`src/rtl/pirq_pkg.sv`:
```
package pirq_pkg;

  localparam int PIRQ_LINES    = 4;
  localparam int LEGACY_INPUTS = 16;
  localparam int BUS_LANES     = 4;
  localparam int BYTE_W        = 8;

  // bit position of (target, line) inside the flat level map
  function automatic int track_index(input int target, input int line, input int lines);
    return target * lines + line;
  endfunction

  // true when a steering byte selects a real legacy input
  function automatic bit is_routed(input logic [BYTE_W-1:0] value, input int targets);
    return int'(value) < targets;
  endfunction

  // shared line used by a device slot: (intx + slot - 1) mod 4
  function automatic logic [1:0] slot_line(input logic [7:0] devfn, input logic [1:0] intx);
    logic [4:0] slot;
    logic [4:0] sum;
    slot = devfn[7:3];
    sum  = {3'b000, intx} + slot - 5'd1;
    return sum[1:0];
  endfunction

endpackage

```
`src/rtl/pirq_route_regs.sv`:
```
module pirq_route_regs #(
  parameter int          N_LINES   = pirq_pkg::PIRQ_LINES,
  parameter logic [7:0]  BASE      = 8'h60,
  parameter logic [7:0]  RESET_VAL = 8'h80
) (
  input  logic                                   clk,
  input  logic                                   rst_n,
  input  logic                                   wr_en,
  input  logic [7:0]                             wr_offset,
  input  logic [pirq_pkg::BUS_LANES-1:0]         wr_be,
  input  logic [pirq_pkg::BUS_LANES*8-1:0]       wr_data,
  input  logic [7:0]                             rd_offset,
  output logic [pirq_pkg::BUS_LANES*8-1:0]       rd_data,
  output logic [N_LINES-1:0][7:0]                route_q,
  output logic [N_LINES-1:0][7:0]                route_d,
  output logic                                   route_hit
);

  localparam int LANES = pirq_pkg::BUS_LANES;

  // next steering values and the rebuild trigger
  always_comb begin
    route_d   = route_q;
    route_hit = 1'b0;
    for (int j = 0; j < N_LINES; j++) begin
      for (int i = 0; i < LANES; i++) begin
        if (wr_en && wr_be[i] && ((wr_offset + 8'(i)) == (BASE + 8'(j)))) begin
          route_d[j] = wr_data[8*i +: 8];
          route_hit  = 1'b1;
        end
      end
    end
  end

  // readback lanes
  always_comb begin
    rd_data = '0;
    for (int i = 0; i < LANES; i++) begin
      for (int j = 0; j < N_LINES; j++) begin
        if ((rd_offset + 8'(i)) == (BASE + 8'(j))) begin
          rd_data[8*i +: 8] = route_q[j];
        end
      end
    end
  end

  always_ff @(posedge clk) begin
    if (!rst_n) begin
      for (int j = 0; j < N_LINES; j++) route_q[j] <= RESET_VAL;
    end else begin
      route_q <= route_d;
    end
  end

endmodule

```
`src/rtl/pirq_level_map.sv`:
```
module pirq_level_map #(
  parameter int N_LINES   = pirq_pkg::PIRQ_LINES,
  parameter int N_TARGETS = pirq_pkg::LEGACY_INPUTS
) (
  input  logic                           clk,
  input  logic                           rst_n,
  input  logic                           rebuild,
  input  logic [N_LINES-1:0][7:0]        route_q,
  input  logic [N_LINES-1:0][7:0]        route_d,
  input  logic [N_LINES-1:0]             level,
  output logic [N_LINES*N_TARGETS-1:0]   map_q
);

  localparam int MAP_BITS = N_LINES * N_TARGETS;
  localparam int IDX_W    = $clog2(MAP_BITS);

  logic [N_LINES-1:0][7:0]  route_sel;
  logic [MAP_BITS-1:0]      map_d;

  // a rebuild works from the values being written this cycle
  assign route_sel = rebuild ? route_d : route_q;

  always_comb begin
    map_d = rebuild ? '0 : map_q;
    for (int l = 0; l < N_LINES; l++) begin
      if (pirq_pkg::is_routed(route_sel[l], N_TARGETS)) begin
        map_d[IDX_W'(pirq_pkg::track_index(int'(route_sel[l]), l, N_LINES))] = level[l];
      end
    end
  end

  always_ff @(posedge clk) begin
    if (!rst_n) map_q <= '0;
    else        map_q <= map_d;
  end

endmodule

```
`src/rtl/pirq_out_or.sv`:
```
module pirq_out_or #(
  parameter int N_LINES   = pirq_pkg::PIRQ_LINES,
  parameter int N_TARGETS = pirq_pkg::LEGACY_INPUTS
) (
  input  logic [N_LINES*N_TARGETS-1:0] map_q,
  output logic [N_TARGETS-1:0]         irq_out
);

  for (genvar t = 0; t < N_TARGETS; t++) begin : g_tgt
    assign irq_out[t] = |map_q[t*N_LINES +: N_LINES];
  end

endmodule

```
`src/rtl/pirq_slot_map.sv`:
```
module pirq_slot_map (
  input  logic [7:0] devfn,
  input  logic [1:0] intx,
  output logic [1:0] line
);

  assign line = pirq_pkg::slot_line(devfn, intx);

endmodule

```
`src/rtl/pci_irq_router.sv`:
```
module pci_irq_router #(
  parameter int         N_LINES     = pirq_pkg::PIRQ_LINES,
  parameter int         N_TARGETS   = pirq_pkg::LEGACY_INPUTS,
  parameter logic [7:0] ROUTE_BASE  = 8'h60,
  parameter logic [7:0] ROUTE_RESET = 8'h80
) (
  input  logic                   clk,
  input  logic                   rst_n,
  input  logic                   wr_en,
  input  logic [7:0]             wr_offset,
  input  logic [3:0]             wr_be,
  input  logic [31:0]            wr_data,
  input  logic [7:0]             rd_offset,
  output logic [31:0]            rd_data,
  input  logic [N_LINES-1:0]     pirq_level,
  output logic [N_TARGETS-1:0]   legacy_irq,
  input  logic [7:0]             hlp_devfn,
  input  logic [1:0]             hlp_intx,
  output logic [1:0]             hlp_line
);

  // named internal events, visible to the bound checker
  logic [N_LINES-1:0][7:0]          route_q;
  logic [N_LINES-1:0][7:0]          route_d;
  logic                             map_rebuild;
  logic [N_LINES*N_TARGETS-1:0]     map_q;

  pirq_route_regs #(
    .N_LINES   (N_LINES),
    .BASE      (ROUTE_BASE),
    .RESET_VAL (ROUTE_RESET)
  ) u_regs (
    .clk       (clk),
    .rst_n     (rst_n),
    .wr_en     (wr_en),
    .wr_offset (wr_offset),
    .wr_be     (wr_be),
    .wr_data   (wr_data),
    .rd_offset (rd_offset),
    .rd_data   (rd_data),
    .route_q   (route_q),
    .route_d   (route_d),
    .route_hit (map_rebuild)
  );

  pirq_level_map #(
    .N_LINES   (N_LINES),
    .N_TARGETS (N_TARGETS)
  ) u_map (
    .clk     (clk),
    .rst_n   (rst_n),
    .rebuild (map_rebuild),
    .route_q (route_q),
    .route_d (route_d),
    .level   (pirq_level),
    .map_q   (map_q)
  );

  pirq_out_or #(
    .N_LINES   (N_LINES),
    .N_TARGETS (N_TARGETS)
  ) u_or (
    .map_q   (map_q),
    .irq_out (legacy_irq)
  );

  pirq_slot_map u_slot (
    .devfn (hlp_devfn),
    .intx  (hlp_intx),
    .line  (hlp_line)
  );

endmodule

```
`config.mk`:
```
export PLATFORM = sky130hd
export DESIGN_NAME = pci_irq_router
export DESIGN_NICKNAME = d
export VERILOG_FILES = /design/src/rtl/pirq_pkg.sv /design/src/rtl/pirq_route_regs.sv /design/src/rtl/pirq_level_map.sv /design/src/rtl/pirq_out_or.sv /design/src/rtl/pirq_slot_map.sv /design/src/rtl/pci_irq_router.sv
export SDC_FILE = /design/constraint.sdc
export NUM_CORES = 1
export LEC_CHECK = 0
export BUFFER_PORTS_ARGS = -buffer_cell sky130_fd_sc_hd__buf_4
export CORE_MARGIN = 1.5
export CORE_UTILIZATION = 30
export DETAILED_ROUTE_END_ITERATION = 10
export SYNTH_ARGS = -nofsm -noshare
export SYNTH_HDL_FRONTEND = slang
export SYNTH_SLANG_ARGS = --single-unit
export TNS_END_PERCENT = 5
```
`constraint.sdc`:
```
create_clock -name clk -period 3.05 [get_ports clk]
set_clock_uncertainty 0.05 [all_clocks]
set_input_delay 0.305 -clock clk [delete_from_list [all_inputs] [get_ports clk]]
set_output_delay 0.305 -clock clk [all_outputs]
set_load 0.02 [all_outputs]
```
# Yosys cells after proc, flatten, opt, wreduce, memory -nomap -nowiden
# Index checks and enable logic that the tools add are counted.
op_classes:
  addsub: 11
  order_cmp: 12
  n_eq_ne: 32
  mux: 66
  n_reduce_logical: 40
op_table:
  columns: ["op", "count"]
  rows:
  - ["$mux 64", 5]
  - ["$bwmux 64", 4]
  - ["$eq 8x7->1 const B", 32]
  - ["$mux 8", 32]
  - ["$reduce_or 4->1", 16]
  - ["$add 8x2->8 const B", 4]
  - ["$lt 6x8->1 const B", 4]
  - ["$lt 8x5->1 const B", 4]
  - ["$mux 32", 1]
  - ["$ge 6x1->1 const B", 4]
  - ["$logic_and 1x1->1", 24]
  - ["$mux 1", 20]
  - ["$demux 1 s6", 3]
  - ["$add 8x1->8 const B", 2]
  - ["$add 6x2->6 const B", 2]
  - ["$add 6x1->6 const B", 1]
  - ["$demux 1 s4", 1]
  - ["$add 2x2->2", 1]
  - ["$sub 2x1->2 const B", 1]
totals:
  ff_bits: 96

# Logic depth before layout (Yosys ltp)
# Gate-level depths: netlist of run 1.
logic_depth:
  ltp_word: 31
  ltp_mapped: 13
  ltp_nobuf: 11

# By module
# A second synthesis of run 1 with hierarchy kept.
hier_totals:
  cells_unflattened: 813
  hier_area_um2: 7203.2
by_module_without_submodules:
  columns: ["mod", "instances", "cells_each", "area_each_um2"]
  rows:
  - ["pirq_route_regs", 1, 542, 4377.9]
  - ["pirq_level_map", 1, 250, 2657.5]
  - ["pirq_out_or", 1, 16, 120.1]
  - ["pirq_slot_map", 1, 5, 47.5]

# Worst setup path after synthesis of run 1
# No wires, ideal clock.
synth_path:
  kind: "input to register"
  startpoint: "input wr_offset[1]"
  endpoint: "register u_map.map_q[26]"
  setup_time_ns: 0.072
  t_arrival_ns: 2.994
  slack_ns: -0.066
  cell_stages: 13
  n_path_buf: 2
  cell_sequence: "buf_4 -> inv_1 -> ha_1 -> a21oi_1 -> mux2i_1 -> and4_1 -> buf_2 -> a31o_2 -> o221ai_1 -> nor4_2 -> nand2_1 -> nor3b_2 -> mux2i_1"
synth_via:
  elab_chain_cells: 30
  elab_cells_between_ends: 99
synth_rtl:
  columns: ["element", "line", "rtl"]
  rows:
  - ["from (decl)", "pci_irq_router.sv:10", "input logic [7:0] wr_offset,"]
  - ["$add 8x1->8 or $eq 8x7->1 (tied branches)", "pirq_route_regs.sv:27", "if (wr_en && wr_be[i] && ((wr_offset + 8'(i)) == (BASE + 8'(j)))) begin"]
  - ["$eq 8x7->1 or $logic_and 1x1->1 (tied branches)", "pirq_route_regs.sv:27", null]
  - ["$logic_and 1x1->1 or $mux 1 (tied branches)", "pirq_route_regs.sv:27", null]
  - ["$mux 1 (15 in series)", "pirq_route_regs.sv:27", null]
  - ["$mux 32", "pirq_level_map.sv:21", "assign route_sel = rebuild ? route_d : route_q;"]
  - ["$add 6x1->6", "pirq_pkg.sv:10", "return target * lines + line;"]
  - ["$lt 6x8->1 (implied by the code) or $ge 6x1->1 (tied branches)", "pirq_level_map.sv:27", "map_d[IDX_W'(pirq_pkg::track_index(int'(route_sel[l]), l, N_LINES))] = level[l];"]
  - ["$logic_and 1x1->1 (implied by the code)", "pirq_level_map.sv:27", null]
  - ["$mux 1 (implied by the code)", "pirq_level_map.sv:27", null]
  - ["$demux 1 s6", null, null]
  - ["$bwmux 64", "pirq_level_map.sv:27", null]
  - ["$mux 64", "pirq_level_map.sv:26", "if (pirq_pkg::is_routed(route_sel[l], N_TARGETS)) begin"]
  - ["$bwmux 64", "pirq_level_map.sv:27", null]
  - ["$mux 64", "pirq_level_map.sv:26", null]
  - ["$bwmux 64", "pirq_level_map.sv:27", null]
  - ["$mux 64 *", "pirq_level_map.sv:26", null]
  - ["to (signal assigned)", "pirq_level_map.sv:34", "else map_q <= map_d;"]
  - ["to (decl)", "pirq_level_map.sv:11", "output logic [N_LINES*N_TARGETS-1:0] map_q"]
# Every way passes the cells marked *; elsewhere a longest branch is shown, timed or not.
# A chain may end at the register's enable or synchronous reset.

# Worst setup path in the final report of run 1
layout_path:
  startpoint: "input wr_offset[1]"
  endpoint: "register u_map.map_q[29]"
# The elaborated chain is that of the path after synthesis.

==> impl_metrics.py, run 1 <==
metrics = {
    "detailed_routing": {
        "routed_wl_mm": 22.8,
        "vias": 6705,
        "vias_per_cell": 5.23,
        "drtAntennaViolNets": 0,
        "wire_per_inst_um": 17.8,
        "drc": 0,
        "drt_iter0_markers": 352,
        "firstDrtPassIters": 6,
    },
    "min_path": {
        "hold_path.class": "primary input to register",
        "holdCritStartpoint": "wr_data[31]",
    },
    "layout": {
        "layout_common_cells": "242 x buf_4, 96 x dfxtp_1, 86 x nand2_1",
        "layout_commonest_cell": "buf_4",
        "final_util_pct": 41.5,
        "fill_cells": 2217,
        "area_delta_synth_final_pct": 36.0,
        "final_nets": 1070,
        "diodes": 0,
        "drive_above_1_share_pct": 34.4,
        "finalNonFillerCells": 1281,
        "fin_area_mm2": 0.00906,
    },
    "logic_synthesis": {
        "ys_warn_count": 0,
        "synth_area_mm2": 0.00666,
        "synthCells": 782,
        "synth_top_family_by_area": "simple AND/OR/NAND/NOR gates",
        "synthSimpleGateAreaFrac_pct": 28.1,
        "ys_ff_latch": 96,
        "synth_compound_area_share_pct": 21.1,
        "synthMuxAreaShare_pct": 15.6,
        "syn_avg_cell_area_um2": 8.51,
        "seq_area_frac_synth_pct": 28.9,
        "synth_edf_count": 0,
        "synth_fp_nets": 856,
        "synthAdderAreaFrac_pct": 0.940,
        "synth-xor-area-share_pct": 0.789,
        "synth_flop_cell": "dfxtp_1",
        "async_flop_share_pct": 0,
        "yosysUniqueCellTypes": 80,
    },
    "die": {
        "io-pin-count": 119,
        "die_w_um": 152,
        "core_area_mm2": 0.0218,
        "initial_core_util_pct": 30.5,
        "die_area_mm2": 0.0231,
        "die_h_um": 152,
        "rows": 54,
    },
    "cts": {
        "cts_buffers": 9,
        "worstSkewPairLatency_ns": 0.35,
        "path_clk_slew_ns": 0.08,
        "cts_hold_buffers": 0,
        "cts_tree": "built",
        "clk_path_buf_depth": 2,
        "cts-root-buf": "clkbuf_16",
        "cts_sinks": 96,
        "htreeDepth": 3,
    },
    "timing": {
        "tightest_slew_ns": 0.706,
        "fmax_mhz": 338,
        "min_period_over_period_pct": 96.9,
        "rsz0062_at_grt": "yes",
        "setup_viol_count_final": 0,
        "slew_violations": 0,
        "fin_crit_ns": 2.95,
        "hold_viol": 0,
        "layout_setup_ws_ns": 0.0956,
        "maxSlewHeadroom_pct": 52.7,
    },
    "pwr": {
        "max-vdd-ir-drop_mv": 0.196,
        "power_mw": 2.88,
        "power.leakage_nw": 4.10,
        "powerDensity_mw_per_mm2": 318,
    },
    "setup_path": {
        "r2r-start": "u_regs.route_q[3]",
        "cp.required_ns": 3.25,
        "worstSetupEndpointType": "register",
        "start_kind": "primary input",
        "cp.arrival_ns": 3.15,
        "path_max_fanout": 13,
        "worstSetupStartpoint": "wr_offset[1]",
        "critPathKind": "primary input to register",
    },
    "run": {
        "cap_violations": 0,
    },
    "grt": {
        "grt_start_max_net_pins": 65,
        "grt_pass1_wl_mm": 36.1,
        "antenna_found_initial": 0,
        "grt.total_usage_pct": 19.4,
        "globalRouteOverflowTotal": 0,
        "grt_pass1_vias": 6584,
    },
    "placed_design": {
        "pre_cts_slack_ns": -0.368,
        "gp_congestion": 0.923,
        "dpl_cell_area_mm2": 0.00868,
        "dp.cells": 1263,
        "post-dp-hpwl_mm": 18.0,
        "portBuffers": 112,
    },
    "run_status": {
        "status": "finished clean",
    },
}
==> power by group <==
part           switching, mW  internal [mW]  leakage [nW]
combinational          0.217          0.170          3.16
sequential           0.00280           1.25         0.773
clock                  0.567          0.666         0.159
==> synthesized netlist by cell type (all sizes together), types with 6 or more instances <==
master | count | area share [%]
a211oi | 21 | 2.9
a21o | 6 | 0.68
a21oi | 32 | 2.6
a221o | 6 | 0.90
a222oi | 7 | 1.1
a22oi | 11 | 1.2
and2 | 57 | 5.4
and3 | 8 | 0.77
buf | 15 | 1.7
clkbuf | 27 | 1.5
dfxtp | 96 | 29
inv | 24 | 1.4
mux2 | 36 | 6.1
mux2i | 63 | 9.5
nand2 | 87 | 5.0
nand3 | 16 | 1.2
nand4 | 14 | 2.1
nor2 | 58 | 3.3
nor2b | 11 | 1.0
nor3 | 15 | 1.5
nor3b | 7 | 1.4
nor4 | 8 | 0.94
o211ai | 13 | 1.5
o21ai | 25 | 1.9
o221ai | 8 | 1.1
o22ai | 11 | 1.0
o31ai | 8 | 0.90
or4 | 16 | 1.8
==> worst max-delay path: stages <==
cell      delay, ns
buf_4          0.11
buf_4          0.17
inv_2          0.06
ha_1           0.15
a21oi_2        0.08
a221o_1        0.34
buf_4          0.16
buf_4          0.14
nand4_1        0.19
o31ai_1        0.12
buf_4          0.14
o211ai_1       0.40
o211ai_1       0.22
nor2b_1        0.24
nand2_1        0.08
a32o_1         0.25
==> stage by stage <==
stage | hold WS (ns) | setup TNS (ns)
2_1_floorplan | 0.370 | 0
3_3_place_gp | 0.383 | -6.58
3_5_place_dp | 0.386 | -7.88
4_1_cts | 0.197 | 0
5_1_grt | 0.220 | -0.336
6_report | 0.214 | 0
==> routing by layer <==
| metal | wire [um] | vias up | global-route usage (%) |
|---|---|---|---|
| li1 | - | 3349 | - |
| met1 | 10600 | 3091 | 27.2 |
| met2 | 10100 | 234 | 30.0 |
| met3 | 1640 | 31 | 3.57 |
| met4 | 423 | 0 | 6.06 |
| met5 | 0 | - | 0 |
==> logic make-up after synthesis <==
family | after synthesis
AOI/OAI and AO/OA | 181
and+or+nand+nor | 328
buffers and inverters | 67
adders and majority gates | 5
muxes | 99
xor gates and xnor gates | 6
DFF | 96
==> final timing paths <==
kind              cells past startpoint           endpoint  slack, ns
setup / recovery                     16    u_map.map_q[29]        0.1
setup reg to reg                      8     u_map.map_q[0]       0.73
hold / removal                        3  u_regs.route_q[7]       0.21
hold reg to reg                       1    u_map.map_q[32]       0.40
==> flip-flops by register name, summed over array words and instances (netlist names) <==
signal	flops
u_regs.route_q	32
u_map.map_q	64
==> area by class of cell <==
| cell class | count | area [um^2] | area share [%] |
|---|---|---|---|
| clock buffers | 9 | 225 | 2.49 |
| clock inverters | 7 | 97.6 | 1.08 |
| inverters | 25 | 93.8 | 1.04 |
| multi-input cells | 619 | 4490 | 49.6 |
| flip-flops and latches | 96 | 1920 | 21.2 |
| well taps | 280 | 350 | 3.87 |
| repair buffers | 245 | 1880 | 20.7 |
==> what timing repair did <==
action                                  CTS  global route
gates resized for setup                   0            10
endpoints found under the setup margin    0            26
setup buffers                             0             2
endpoints found under the hold margin     0             0
No activity file was read; power rests on OpenSTA's default activity.
==> run 2, diff against run 1 <==
- RECOVER_POWER: default -> 100
==> run 2 against run 1 <==
Compared with the run above: fmax decreased by 0.89%; clock-buffer cell count stayed put; final cell count stayed put; final area is 0.95% lower; hold slack better by 0.0035 ns; via count increased by 0.13%; sequential cell count unchanged; non-clock buffer count is the same; combinational power barely moved; critical path depth stayed put.
==> impl_metrics.py, run 2 (same netlist as run 1, synthesis figures left out) <==
metrics = {
    "layout": {
        "diodes": 0,
        "area_delta_synth_final_pct": 34.7,
        "largest_register": "u_map.map_q",
        "final_util_pct": 41.1,
        "layout_common_cells": "216 x buf_4, 96 x dfxtp_1, 86 x nand2_1",
        "layout_commonest_cell": "buf_4",
        "reg_top3": "u_map.map_q (64), u_regs.route_q (32)",
        "drive_above_1_share_pct": 32.1,
        "fin_area_mm2": 0.00897,
        "final_nets": 1070,
        "largest_reg_flops": 64,
    },
    "timing": {
        "slew_violations": 0,
        "finalSetupTns_ns": 0,
        "setup_viol_count_final": 0,
        "min_period_over_period_pct": 97.7,
        "tightest_slew_ns": 0.678,
        "maxSlewHeadroom_pct": 54.6,
        "fin_crit_ns": 2.98,
        "layout_setup_ws_ns": 0.0690,
        "holdWs_ns": 0.218,
        "hold_viol": 0,
        "fmax_mhz": 335,
        "rsz0062_at_grt": "yes",
    },
    "cts": {
        "path_clk_slew_ns": 0.08,
        "cts-root-buf": "clkbuf_16",
        "worstSkewPairLatency_ns": 0.35,
        "cts_buffers": 9,
        "cts_tree": "built",
        "clk_path_buf_depth": 2,
        "cts_sinks": 96,
        "htreeDepth": 3,
    },
    "grt": {
        "grt_start_max_net_pins": 65,
        "grt_pass1_vias": 6584,
        "antenna_found_initial": 0,
        "grt.total_usage_pct": 19.4,
        "grt_pass1_wl_mm": 36.1,
        "globalRouteOverflowTotal": 0,
    },
    "pwr": {
        "max-vdd-ir-drop_mv": 0.195,
        "p_sw_mw": 0.787,
        "powerDensity_mw_per_mm2": 320,
        "p_clk_share_pct": 42.9,
        "power.internal_mw": 2.09,
        "p_sw_share_pct": 27.4,
        "p_comb_share_pct": 13.4,
        "seq_power_share_pct": 43.7,
        "power.leakage_nw": 4.00,
    },
    "detailed_routing": {
        "drtAntennaViolNets": 0,
        "drt_iter0_markers": 355,
        "routed_wl_mm": 22.8,
        "vias": 6714,
        "firstDrtPassIters": 5,
        "drc": 0,
        "vias_per_cell": 5.24,
        "wire_per_inst_um": 17.8,
    },
    "die": {
        "die_w_um": 152,
        "die_h_um": 152,
        "initial_core_util_pct": 30.5,
        "core_area_mm2": 0.0218,
        "die_area_mm2": 0.0231,
        "io-pin-count": 119,
        "rows": 54,
    },
    "placed_design": {
        "pre_cts_slack_ns": -0.368,
        "gp_congestion": 0.923,
        "portBuffers": 112,
        "dpl_cell_area_mm2": 0.00868,
        "post-dp-hpwl_mm": 18.0,
    },
    "setup_path": {
        "ff2ff_setup_slack_ns": 0.72,
        "start_kind": "primary input",
        "critPathSlowestCell": "o211ai_1",
        "cp.required_ns": 3.25,
        "path_max_fanout": 13,
        "slowest_delay_ns": 0.41,
        "worst_path_most_repeated_cell": "buf_4",
        "cp.arrival_ns": 3.18,
        "critPathKind": "primary input to register",
        "path_cells": "buf_4 -> buf_4 -> inv_2 -> ha_1 -> a21oi_2 -> a221o_1 -> buf_4 -> buf_4 -> nand4_1 -> o31ai_1 -> buf_4 -> o211ai_1 -> o211ai_1 -> nor2b_1 -> nand2_1 -> a32o_1",
        "worstSetupEndpointType": "register",
    },
    "run_status": {
        "status": "finished clean",
    },
    "min_path": {
        "hold_path.class": "primary input to register",
    },
    "run": {
        "cap_violations": 0,
    },
}
==> run 2: cell types whose count changed in the layout (fill, tap and decap cells not counted) <==
cell / previous run / this run
and2_1: 57 / 55
and2_0: 0 / 2
clkbuf_1: 0 / 23
clkbuf_4: 0 / 3
buf_4: 242 / 216
==> run 2: worst paths after layout <==
kind	from	endpoint	cells past startpoint
setup / recovery	wr_offset[1]	u_map.map_q[29]	16
hold / removal	wr_data[23]	u_regs.route_q[7]	3
setup reg to reg	u_regs.route_q[3]	u_map.map_q[0]	8
hold reg to reg	u_map.map_q[32]	u_map.map_q[32]	1
==> run 2: final cells by class <==
| cell class | count | area [um^2] |
|---|---|---|
| fillers | 2230 | 12900 |
| repair buffers | 245 | 1790 |
| clock buffers | 9 | 225 |
| multi-input cells | 619 | 4490 |
| well taps | 280 | 350 |
| inverters | 25 | 93.8 |
| clock inverters | 7 | 97.6 |
| flip-flops and latches | 96 | 1920 |
==> run 2: through the flow <==
| stage | std cells | power [mW] |
|---|---|---|
| floorplan | 782 | 1.46 |
| global placement | 1263 | 1.66 |
| detailed placement | 1263 | 1.67 |
| CTS | 1279 | 2.90 |
| global route | 1281 | 2.98 |
| finish | 1281 | 2.87 |
==> run 2: timing repair <==
action | CTS | global route
buffers inserted | 0 | 2
hold buffers | 0 | 0
setup endpoints to repair | 0 | 26
gates resized for setup | 0 | 10
==> run 2: critical path: cells and delay by family <==
family / cells / cell delay, ns
AO/OA/AOI/OAI: 6 / 1.42
adder cells (fa/ha/maj): 1 / 0.15
buffers and inverters: 6 / 0.78
AND/OR/NAND/NOR: 3 / 0.51
==> run 2: power groups by stage <==
stage          registers [mW]  clock network, mW  logic (mW)
6_report                 1.26               1.23       0.384
5_1_grt                  1.26               1.31       0.414
4_1_cts                  1.26               1.26       0.384
3_5_place_dp             1.29                  0       0.382
3_3_place_gp             1.29                  0       0.379
2_1_floorplan            1.28                  0       0.179
==> run 2: per-layer routing <==
metal	track usage (%)	vias to the layer above	part of all wire (%)
li1	-	3347	-
met1	27.2	3085	46
met2	30.0	248	44
met3	3.57	34	7.3
met4	6.06	0	2.0
met5	0	-	0
